$ cat src/rtl/decim_pkg.sv
`timescale 1ns/1ps
package decim_pkg;
  localparam int MODE_W = 4;

  typedef enum logic [MODE_W-1:0] {
    MODE_CPLX_A  = 4'd0,
    MODE_REAL_D2 = 4'd2,
    MODE_ROT     = 4'd4,
    MODE_CPLX_B  = 4'd5,
    MODE_CPLX_D4 = 4'd6,
    MODE_ROT_PAD = 4'd7,
    MODE_BYPASS  = 4'd8
  } mode_e;
endpackage

$ cat src/rtl/hb_dec2.sv
`timescale 1ns/1ps
module hb_dec2 #(
  parameter int W = 16
) (
  input  logic                clk_i,
  input  logic                rst_ni,
  input  logic                valid_i,
  input  logic                hp_i,
  input  logic signed [W-1:0] x_i,
  output logic                valid_o,
  output logic signed [W-1:0] y_o
);
  localparam int DEPTH = 6;
  localparam int GROW  = 6;
  localparam int SHIFT = 5;
  localparam int ACC_W = W + GROW;
  localparam logic signed [ACC_W-1:0] MAX_V = ACC_W'((longint'(1) <<< (W-1)) - 1);
  localparam logic signed [ACC_W-1:0] MIN_V = ACC_W'(-(longint'(1) <<< (W-1)));

  logic signed [W-1:0]     dly_q [DEPTH];
  logic                    phase_q;
  logic signed [ACC_W-1:0] e0, e2, e3, e4, e6, mid, acc, shr;
  logic signed [W-1:0]     y_d;

  // window: x_i = x[n], dly_q[k] = x[n-1-k]
  always_comb begin
    e0  = ACC_W'(x_i);
    e2  = ACC_W'(dly_q[1]);
    e3  = ACC_W'(dly_q[2]);
    e4  = ACC_W'(dly_q[3]);
    e6  = ACC_W'(dly_q[5]);
    mid = e3 <<< 4;
    acc = (e2 <<< 3) + e2 + (e4 <<< 3) + e4 - e0 - e6;
    acc = hp_i ? (acc - mid) : (acc + mid);
    shr = acc >>> SHIFT;
    if (shr > MAX_V)      y_d = MAX_V[W-1:0];
    else if (shr < MIN_V) y_d = MIN_V[W-1:0];
    else                  y_d = shr[W-1:0];
  end

  always_ff @(posedge clk_i or negedge rst_ni) begin
    if (!rst_ni) begin
      for (int k = 0; k < DEPTH; k++) dly_q[k] <= '0;
      phase_q <= 1'b0;
      valid_o <= 1'b0;
      y_o     <= '0;
    end else begin
      valid_o <= valid_i & phase_q;
      if (valid_i) begin
        dly_q[0] <= x_i;
        for (int k = 1; k < DEPTH; k++) dly_q[k] <= dly_q[k-1];
        phase_q <= ~phase_q;
        if (phase_q) y_o <= y_d;
      end
    end
  end
endmodule

$ cat src/rtl/fs8_rotator.sv
`timescale 1ns/1ps
module fs8_rotator #(
  parameter int W  = 16,
  parameter int CW = 16
) (
  input  logic                clk_i,
  input  logic                rst_ni,
  input  logic                valid_i,
  input  logic signed [W-1:0] re_i,
  input  logic signed [W-1:0] im_i,
  output logic                valid_o,
  output logic signed [W-1:0] re_o
);
  localparam int FRAC = CW - 1;
  localparam int PW   = W + CW + 1;
  localparam logic signed [CW-1:0] C_ONE  = CW'((longint'(1) <<< FRAC) - 1);
  localparam logic signed [CW-1:0] C_HALF = CW'(((longint'(1) <<< FRAC) * 23170) >>> 15);
  localparam logic signed [PW-1:0] MAX_V  = PW'((longint'(1) <<< (W-1)) - 1);
  localparam logic signed [PW-1:0] MIN_V  = PW'(-(longint'(1) <<< (W-1)));

  logic [2:0]           step_q;
  logic signed [CW-1:0] c, s;
  logic signed [PW-1:0] prod, shr;
  logic signed [W-1:0]  y_d;

  always_comb begin
    case (step_q)
      3'd0:    begin c = C_ONE;   s = '0;      end
      3'd1:    begin c = C_HALF;  s = C_HALF;  end
      3'd2:    begin c = '0;      s = C_ONE;   end
      3'd3:    begin c = -C_HALF; s = C_HALF;  end
      3'd4:    begin c = -C_ONE;  s = '0;      end
      3'd5:    begin c = -C_HALF; s = -C_HALF; end
      3'd6:    begin c = '0;      s = -C_ONE;  end
      default: begin c = C_HALF;  s = -C_HALF; end
    endcase
    prod = PW'(re_i) * PW'(c) - PW'(im_i) * PW'(s);
    shr  = prod >>> FRAC;
    if (shr > MAX_V)      y_d = MAX_V[W-1:0];
    else if (shr < MIN_V) y_d = MIN_V[W-1:0];
    else                  y_d = shr[W-1:0];
  end

  always_ff @(posedge clk_i or negedge rst_ni) begin
    if (!rst_ni) begin
      step_q  <= '0;
      valid_o <= 1'b0;
      re_o    <= '0;
    end else begin
      valid_o <= valid_i;
      if (valid_i) begin
        re_o   <= y_d;
        step_q <= step_q + 3'd1;
      end
    end
  end
endmodule

$ cat src/rtl/decim_filter.sv
`timescale 1ns/1ps
module decim_filter
  import decim_pkg::*;
#(
  parameter int DATA_W = 16,
  parameter int COEF_W = 16
) (
  input  logic                     clk_i,
  input  logic                     rst_ni,
  input  logic [MODE_W-1:0]        mode_i,
  input  logic                     hp_sel_i,
  input  logic                     valid_i,
  input  logic signed [DATA_W-1:0] i_i,
  input  logic signed [DATA_W-1:0] q_i,
  output logic                     valid_o,
  output logic signed [DATA_W-1:0] i_o,
  output logic signed [DATA_W-1:0] q_o
);
  localparam int NCH = 2;

  logic signed [DATA_W-1:0] ch_in [NCH];
  logic signed [DATA_W-1:0] s1_y  [NCH];
  logic signed [DATA_W-1:0] s2_y  [NCH];
  logic [NCH-1:0]           s1_v, s2_v;
  logic                     s1_ok, s2_ok, hp_eff, rot_sel, rot_v, pad_q;
  logic signed [DATA_W-1:0] rot_y;

  assign ch_in[0] = i_i;
  assign ch_in[1] = q_i;
  assign hp_eff   = hp_sel_i && (mode_i == MODE_REAL_D2);
  assign rot_sel  = (mode_i == MODE_ROT) || (mode_i == MODE_ROT_PAD);
  assign s1_ok    = &s1_v;
  assign s2_ok    = &s2_v;

  for (genvar c = 0; c < NCH; c++) begin : g_ch
    hb_dec2 #(.W(DATA_W)) u_s1 (
      .clk_i   (clk_i),
      .rst_ni  (rst_ni),
      .valid_i (valid_i),
      .hp_i    (hp_eff),
      .x_i     (ch_in[c]),
      .valid_o (s1_v[c]),
      .y_o     (s1_y[c])
    );
    hb_dec2 #(.W(DATA_W)) u_s2 (
      .clk_i   (clk_i),
      .rst_ni  (rst_ni),
      .valid_i (s1_v[c]),
      .hp_i    (1'b0),
      .x_i     (s1_y[c]),
      .valid_o (s2_v[c]),
      .y_o     (s2_y[c])
    );
  end

  fs8_rotator #(.W(DATA_W), .CW(COEF_W)) u_rot (
    .clk_i   (clk_i),
    .rst_ni  (rst_ni),
    .valid_i (s1_ok && rot_sel),
    .re_i    (s1_y[0]),
    .im_i    (s1_y[1]),
    .valid_o (rot_v),
    .re_o    (rot_y)
  );

  always_ff @(posedge clk_i or negedge rst_ni) begin
    if (!rst_ni) begin
      valid_o <= 1'b0;
      i_o     <= '0;
      q_o     <= '0;
      pad_q   <= 1'b0;
    end else begin
      valid_o <= 1'b0;
      pad_q   <= 1'b0;
      case (mode_e'(mode_i))
        MODE_BYPASS: if (valid_i) begin
          valid_o <= 1'b1; i_o <= i_i; q_o <= q_i;
        end
        MODE_CPLX_A, MODE_CPLX_B: if (s1_ok) begin
          valid_o <= 1'b1; i_o <= s1_y[0]; q_o <= s1_y[1];
        end
        MODE_REAL_D2: if (s1_ok) begin
          valid_o <= 1'b1; i_o <= s1_y[0]; q_o <= '0;
        end
        MODE_CPLX_D4: if (s2_ok) begin
          valid_o <= 1'b1; i_o <= s2_y[0]; q_o <= s2_y[1];
        end
        MODE_ROT: if (rot_v) begin
          valid_o <= 1'b1; i_o <= rot_y; q_o <= '0;
        end
        MODE_ROT_PAD: begin
          if (rot_v) begin
            valid_o <= 1'b1; i_o <= rot_y; q_o <= '0; pad_q <= 1'b1;
          end else if (pad_q) begin
            valid_o <= 1'b1; i_o <= '0; q_o <= '0;
          end
        end
        default: ;
      endcase
    end
  end
endmodule

$ cat config.mk
export PLATFORM = sky130hd
export DESIGN_NAME = decim_filter
export DESIGN_NICKNAME = d
export VERILOG_FILES = /design/src/rtl/decim_pkg.sv /design/src/rtl/hb_dec2.sv /design/src/rtl/fs8_rotator.sv /design/src/rtl/decim_filter.sv
export SDC_FILE = /design/constraint.sdc
export NUM_CORES = 2
export LEC_CHECK = 0
export BUFFER_PORTS_ARGS = -buffer_cell sky130_fd_sc_hd__buf_4
export CORE_MARGIN = 3
export CORE_UTILIZATION = 55
export CTS_CLUSTER_DIAMETER = 80
export DETAILED_ROUTE_END_ITERATION = 7
export PLACE_DENSITY = 0.74
export SYNTH_ARGS = -nofsm -noshare
export SYNTH_HDL_FRONTEND = slang
export SYNTH_SLANG_ARGS = --single-unit
$ cat constraint.sdc
create_clock -name clk_i -period 8.7 [get_ports clk_i]
set_clock_uncertainty 0.2 [all_clocks]
set_input_delay 0.87 -clock clk_i [delete_from_list [all_inputs] [get_ports clk_i]]
set_output_delay 0.87 -clock clk_i [all_outputs]
set_load 0.02 [all_outputs]
After elaboration in Yosys (flattened, before gate mapping). Cells that the tools add are included.

Multiply operators: 2. Multiplexer cells: 36. Div/mod/pow operators: 0. Reduce and logical (&&, ||, !) cells: 21. Order comparisons: 10. $add $sub $neg: 28. Bitwise gates (word level): 8. Equality and inequality tests: 19. Shift operators: 0.

Operators by type and width (number): $mux 16 (22); $sub 22x16->22 (8); $pmux 16 s4 (2); $pmux 16 s6 (1); $add 22x16->22 (4); $add 22x20->22 (4); $add 20x19->21 (4); $add 19x16->20 (4); $pmux 16 s5 (1); $gt 17x16->1 const B (4); $lt 17x16->1 const B (4); $mul 16x16->32 (2); $mux 22 (2); $sub 22x20->22 (2); $sub 32x32->33 (1); $gt 18x16->1 const B (1); $lt 18x16->1 const B (1); $eq 4x3->1 const B (4); $reduce_and 2->1 (6); $reduce_or 2->1 (5); $eq 3x3->1 const B (3); $ne 2x2->1 const B (4); $mux 1 (7); $reduce_and 7->1 (1); 18 further kinds (27).

RAM bits: 0. Input bits: 40. Flip-flop bits (word level): 510. Bits in read-only memories: 0. Memories kept: 0. Word-level logic and storage cells: 167. Latch bits: 0.

Depth between registers and ports, before layout.
Depth in word-level cells: 10. Depth in mapped cells: 38.

By module. From an unflattened synthesis, not the netlist that was laid out.

Cell total of the unflattened synthesis: 5275. Area, all modules: 53837.9 um^2.

By module, submodules not included: hb_dec2 (area an instance 8227.9 um^2, cells each 802, instances 4); fs8_rotator (area an instance 18567.8 um^2, cells each 1820, instances 1); decim_filter (area an instance 2358.5 um^2, cells each 247, instances 1).

Worst setup path after synthesis. Ideal clock, no wire load.

Kind: register to register. From: register u_rot.step_q[0]. To: register u_rot.re_o[8]. Path buffers: 4. Cell stages (with the launch flop): 34. Slack: -391 ps. Arrival: 8765 ps. Data required time: 8374 ps. Cell sequence: dfrtp_1 -> inv_1 -> ha_1 -> clkbuf_1 -> nor3_1 -> nor2_4 -> clkbuf_1 -> clkbuf_1 -> nand2_1 -> fa_1 -> inv_1 -> fa_1 -> inv_1 -> fa_1 -> fa_1 -> inv_1 -> fa_1 -> fa_1 -> fa_1 -> inv_1 -> fa_1 -> inv_1 -> ha_1 -> and2_1 -> a221oi_1 -> nor3b_1 -> o21ai_1 -> and4_1 -> or3_1 -> nand4b_1 -> o21a_1 -> a31oi_4 -> buf_2 -> a221o_1.

Longest elaborated chain between the ends: 8.

RTL lines: from (decl) (line fs8_rotator.sv:21) `logic [2:0] step_q;`; from (signal assigned) (line fs8_rotator.sv:53) `step_q <= step_q + 3'd1;`; $eq 3x2->1, or another cell as far along (line fs8_rotator.sv:27) `case (step_q)`; $reduce_or 2->1 (no source line); $pmux 16 s4 (line fs8_rotator.sv:27); $mul 16x16->32 (line fs8_rotator.sv:37) `prod = PW'(re_i) * PW'(c) - PW'(im_i) * PW'(s);`; $sub 32x32->33 (*) (line fs8_rotator.sv:37); $lt 18x16->1 (line fs8_rotator.sv:40) `else if (shr < MIN_V) y_d = MIN_V[W-1:0];`; $mux 16 (line fs8_rotator.sv:40); $mux 16 (*) (line fs8_rotator.sv:39) `if (shr > MAX_V) y_d = MAX_V[W-1:0];`; to (signal assigned) (line fs8_rotator.sv:52) `re_o <= y_d;`; to (decl) (line fs8_rotator.sv:12) `output logic signed [W-1:0] re_o`.

Every way passes the cells marked *; elsewhere a longest branch is shown, timed or not. A chain may end at the register's enable or synchronous reset.

Final worst setup path. Ends and elaborated chain as after synthesis.

==> summary.md <==
| Metric | Value |
|---|---|
| # rows | `111` |
| CTS max path bufs | `3` |
| Min-Delay Path Class | `input port to asynchronous set/reset pin` |
| Initial Util | `0.5590` |
| Die Span Y | `312.6 um` |
| Mux share of post-synthesis cell area | `0.07596` |
| R2r worst-path depth | `34` |
| Setup CP Type | `register to register` |
| Core Region | `0.09250 mm^2` |
| TritonCTS clock tree | `yes` |
| Layout Nets | `6344` |
| Worst R2R End | `u_rot.re_o[8]$_DFFE_PN0P_` |
| Synth Area in Compound Gates | `0.07959` |
| Number of global-route vias before repair | `37.52k` |
| CTS Root Cell | `clkbuf_16` |
| Num CTS Buffers | `56` |
| Area Growth Syn to Fin | `12.64%` |
| Post-synth net total | `6065` |
| WL/cell | `19.63 um` |
| Clk sinks | `510` |
| FMAX | `0.1132 GHz` |
| Post-synth EDFFs | `0` |
| Syn avg cell area | `10.61 um^2` |
| Die Wd | `312.6 um` |
| Yosys warns | `0` |
| Most frequent cells in the layout | `inv_1, fa_1, dfrtp_1` |
| R2R Path Start | `u_rot.step_q[0]$_DFFE_PN0P_` |
| CTS HTree Levels | `2` |
| Tcrit/Tclk final | `1.016` |
| Post-synth cell types | `87` |
| Via density | `5.513` |
| Mapped Area | `0.05170 mm^2` |
| Input/output buffers | `72` |
| Part of the Yosys area used for sequential elements | `0.2468` |
| Final GP Congestion | `0.9272` |
| Worst-path clk slew | `0.07 ns` |
| R2R Setup Slk | `-0.14 ns` |
| Largest net degree at the start of global routing | `183` |
| Commonest non-fill, non-tap cell in the layout | `inv_1` |
| Slew headroom | `0.1345` |
| Startpoint types | `register` |
| Worst setup margin | `-0.1355 ns` |
| # IOs | `73` |
| Gr usage total | `0.2659` |
| Die area | `0.09772 mm^2` |
| Violated checks | `negative setup slack` |
| FF+latch count, synth | `510` |
| Slew @ Worst Pin | `1.293 ns` |
| Asr flop ratio synth | `1.000` |
| Final antenna-violating net count | `0` |
| Worst-skew pair later-pin latency | `0.65 ns` |
| DR vias | `35.51k` |
| Status | `finished with violations` |
| Critical Path Source | `u_rot.step_q[0]$_DFFE_PN0P_` |
| Top_reg_cell synth | `dfrtp_1` |
| GRT overflow | `0` |
| Worst hold slack | `0.01990 ns` |
| RSZ-0062 raised after global routing | `yes` |
| Synth Area in Simple Gates | `0.07456` |
| Fraction of layout instances using a drive strength above 1 | `0.1881` |
| Fin. max-slew vios | `0` |
| Critical Path AT | `9.13 ns` |
| Max-capacitance violation count | `0` |
| Largest stage delay, worst path | `0.54 ns` |
| First-pass GRT wire length | `205000 um` |
| Final setup viols | `15` |
| XOR/XNOR share of the synthesized area | `0.04508` |
| CP Capture Type | `register` |
| Main combinational cell family by area after synthesis | `adder cells` |
| Cell mode on critical path | `fa_1` |
| Critical path fanouts, max | `8` |
| Final Hold Viols | `0` |
| Post-CTS Hold Fix Bufs | `0` |
| Router iterations before antenna repair | `5` |
| Critical Path Slowest Stage Cell | `fa_1` |
| Total wire length | `126400 um` |
| Antenna Cells | `0` |
| DRC violations left | `0` |
| Mapped Cells | `4875` |
| Post-DP HPWL | `101600 um` |
| Post-Synth Adder-Cell Area | `0.3952` |
| DR iter-0 viols | `2458` |
| Fin crit period | `8.835 ns` |
| Initial antenna violation count | `2` |
| Critical path data required time | `8.99 ns` |
routing by layer:
layer  track usage  up-vias  wire length (um)
met5             0        -                12
met3       0.03819      261              6974
met2        0.4461      962             62130
li1              -    16130                 -
met1        0.3587    18150             52660
met4       0.08626        2              4666
sequential cells by signal, summed over array words and instances (netlist names), 3 cells and up:
name	count
g_ch.u_s1.dly_q	192
g_ch.u_s2.dly_q	192
g_ch.u_s1.y_o	32
g_ch.u_s2.y_o	32
i_o	16
q_o	16
u_rot.re_o	16
u_rot.step_q	3
metrics by stage:
stage	cell area (um^2)	utilization	TNS (ns)	worst slack, ns	std cells
6_report	58240	0.6297	-1.759	-0.1355	6441
5_1_grt	58240	0.6297	-6.338	-0.4228	6441
4_1_cts	57830	0.6252	-0.001671	-0.001671	6426
3_5_place_dp	55300	0.5978	-10.38	-0.6938	6304
3_3_place_gp	55300	0.5978	-6.279	-0.4197	6304
2_1_floorplan	51740	-	0	0.01091	4875
area by class of cell:
| class | instances | area (um^2) |
|---|---|---|
| multi-input combinational | 3233 | 35270 |
| fill | 7240 | 34250 |
| sequential | 510 | 12770 |
| inverter | 990 | 3725 |
| timing repair buffer | 363 | 2907 |
| clock buffer | 75 | 1634 |
| tap | 1243 | 1555 |
| clock inverter | 27 | 385.4 |
cell usage after synthesis, drive strengths merged (32+ instances only):
cell,number,share of area
xnor2,162,0.028
a31oi,47,0.0060
clkbuf,133,0.0097
nor2,238,0.017
and2,58,0.0070
a21oi,139,0.014
inv,989,0.072
nand3,39,0.0038
xor2,99,0.017
dfrtp,510,0.25
fa,781,0.30
ha,369,0.089
mux2,347,0.076
nand2,302,0.022
or2,32,0.0039
o21ai,135,0.013
a21o,56,0.0081
nor3,57,0.0056
worst max-delay path by stage:
stage          slack (ns)                   endpoint  cells past startpoint
2_1_floorplan        0.01  u_rot.re_o[8]$_DFFE_PN0P_                     34
3_3_place_gp        -0.42  u_rot.re_o[3]$_DFFE_PN0P_                     31
3_5_place_dp        -0.69  u_rot.re_o[2]$_DFFE_PN0P_                     31
4_1_cts            -0.002  u_rot.re_o[2]$_DFFE_PN0P_                     31
5_1_grt             -0.42  u_rot.re_o[0]$_DFFE_PN0P_                     34
6_report            -0.14  u_rot.re_o[8]$_DFFE_PN0P_                     34
what timing repair did:
item,CTS,global route
endpoints found under the hold margin,0,0
gates cloned,2,1
endpoints found under the setup margin,16,38
gates resized for setup,74,78
setup buffers,20,15
pin swaps,51,51
critical path: cells and delay by family (launching register included):
family / cells / cell delay (ns)
fa+ha+maj: 10 / 4.45
simple gates: 8 / 1.52
flops: 1 / 0.48
compound gates: 6 / 1.21
buf+inv: 10 / 0.86
cells by family (layout without fill, tap and decap cells):
family	Yosys count	in the layout
adders and majority gates	1168	1168
buffers and inverters	1134	1455
xor gates and xnor gates	262	262
DFF	510	510
AOI/OAI and AO/OA	615	615
and+or+nand+nor	837	838
muxes	349	350
Power is left out: the tool's default activity adds up to more than one toggle a clock period on the data nets, which glitch-free logic cannot reach.
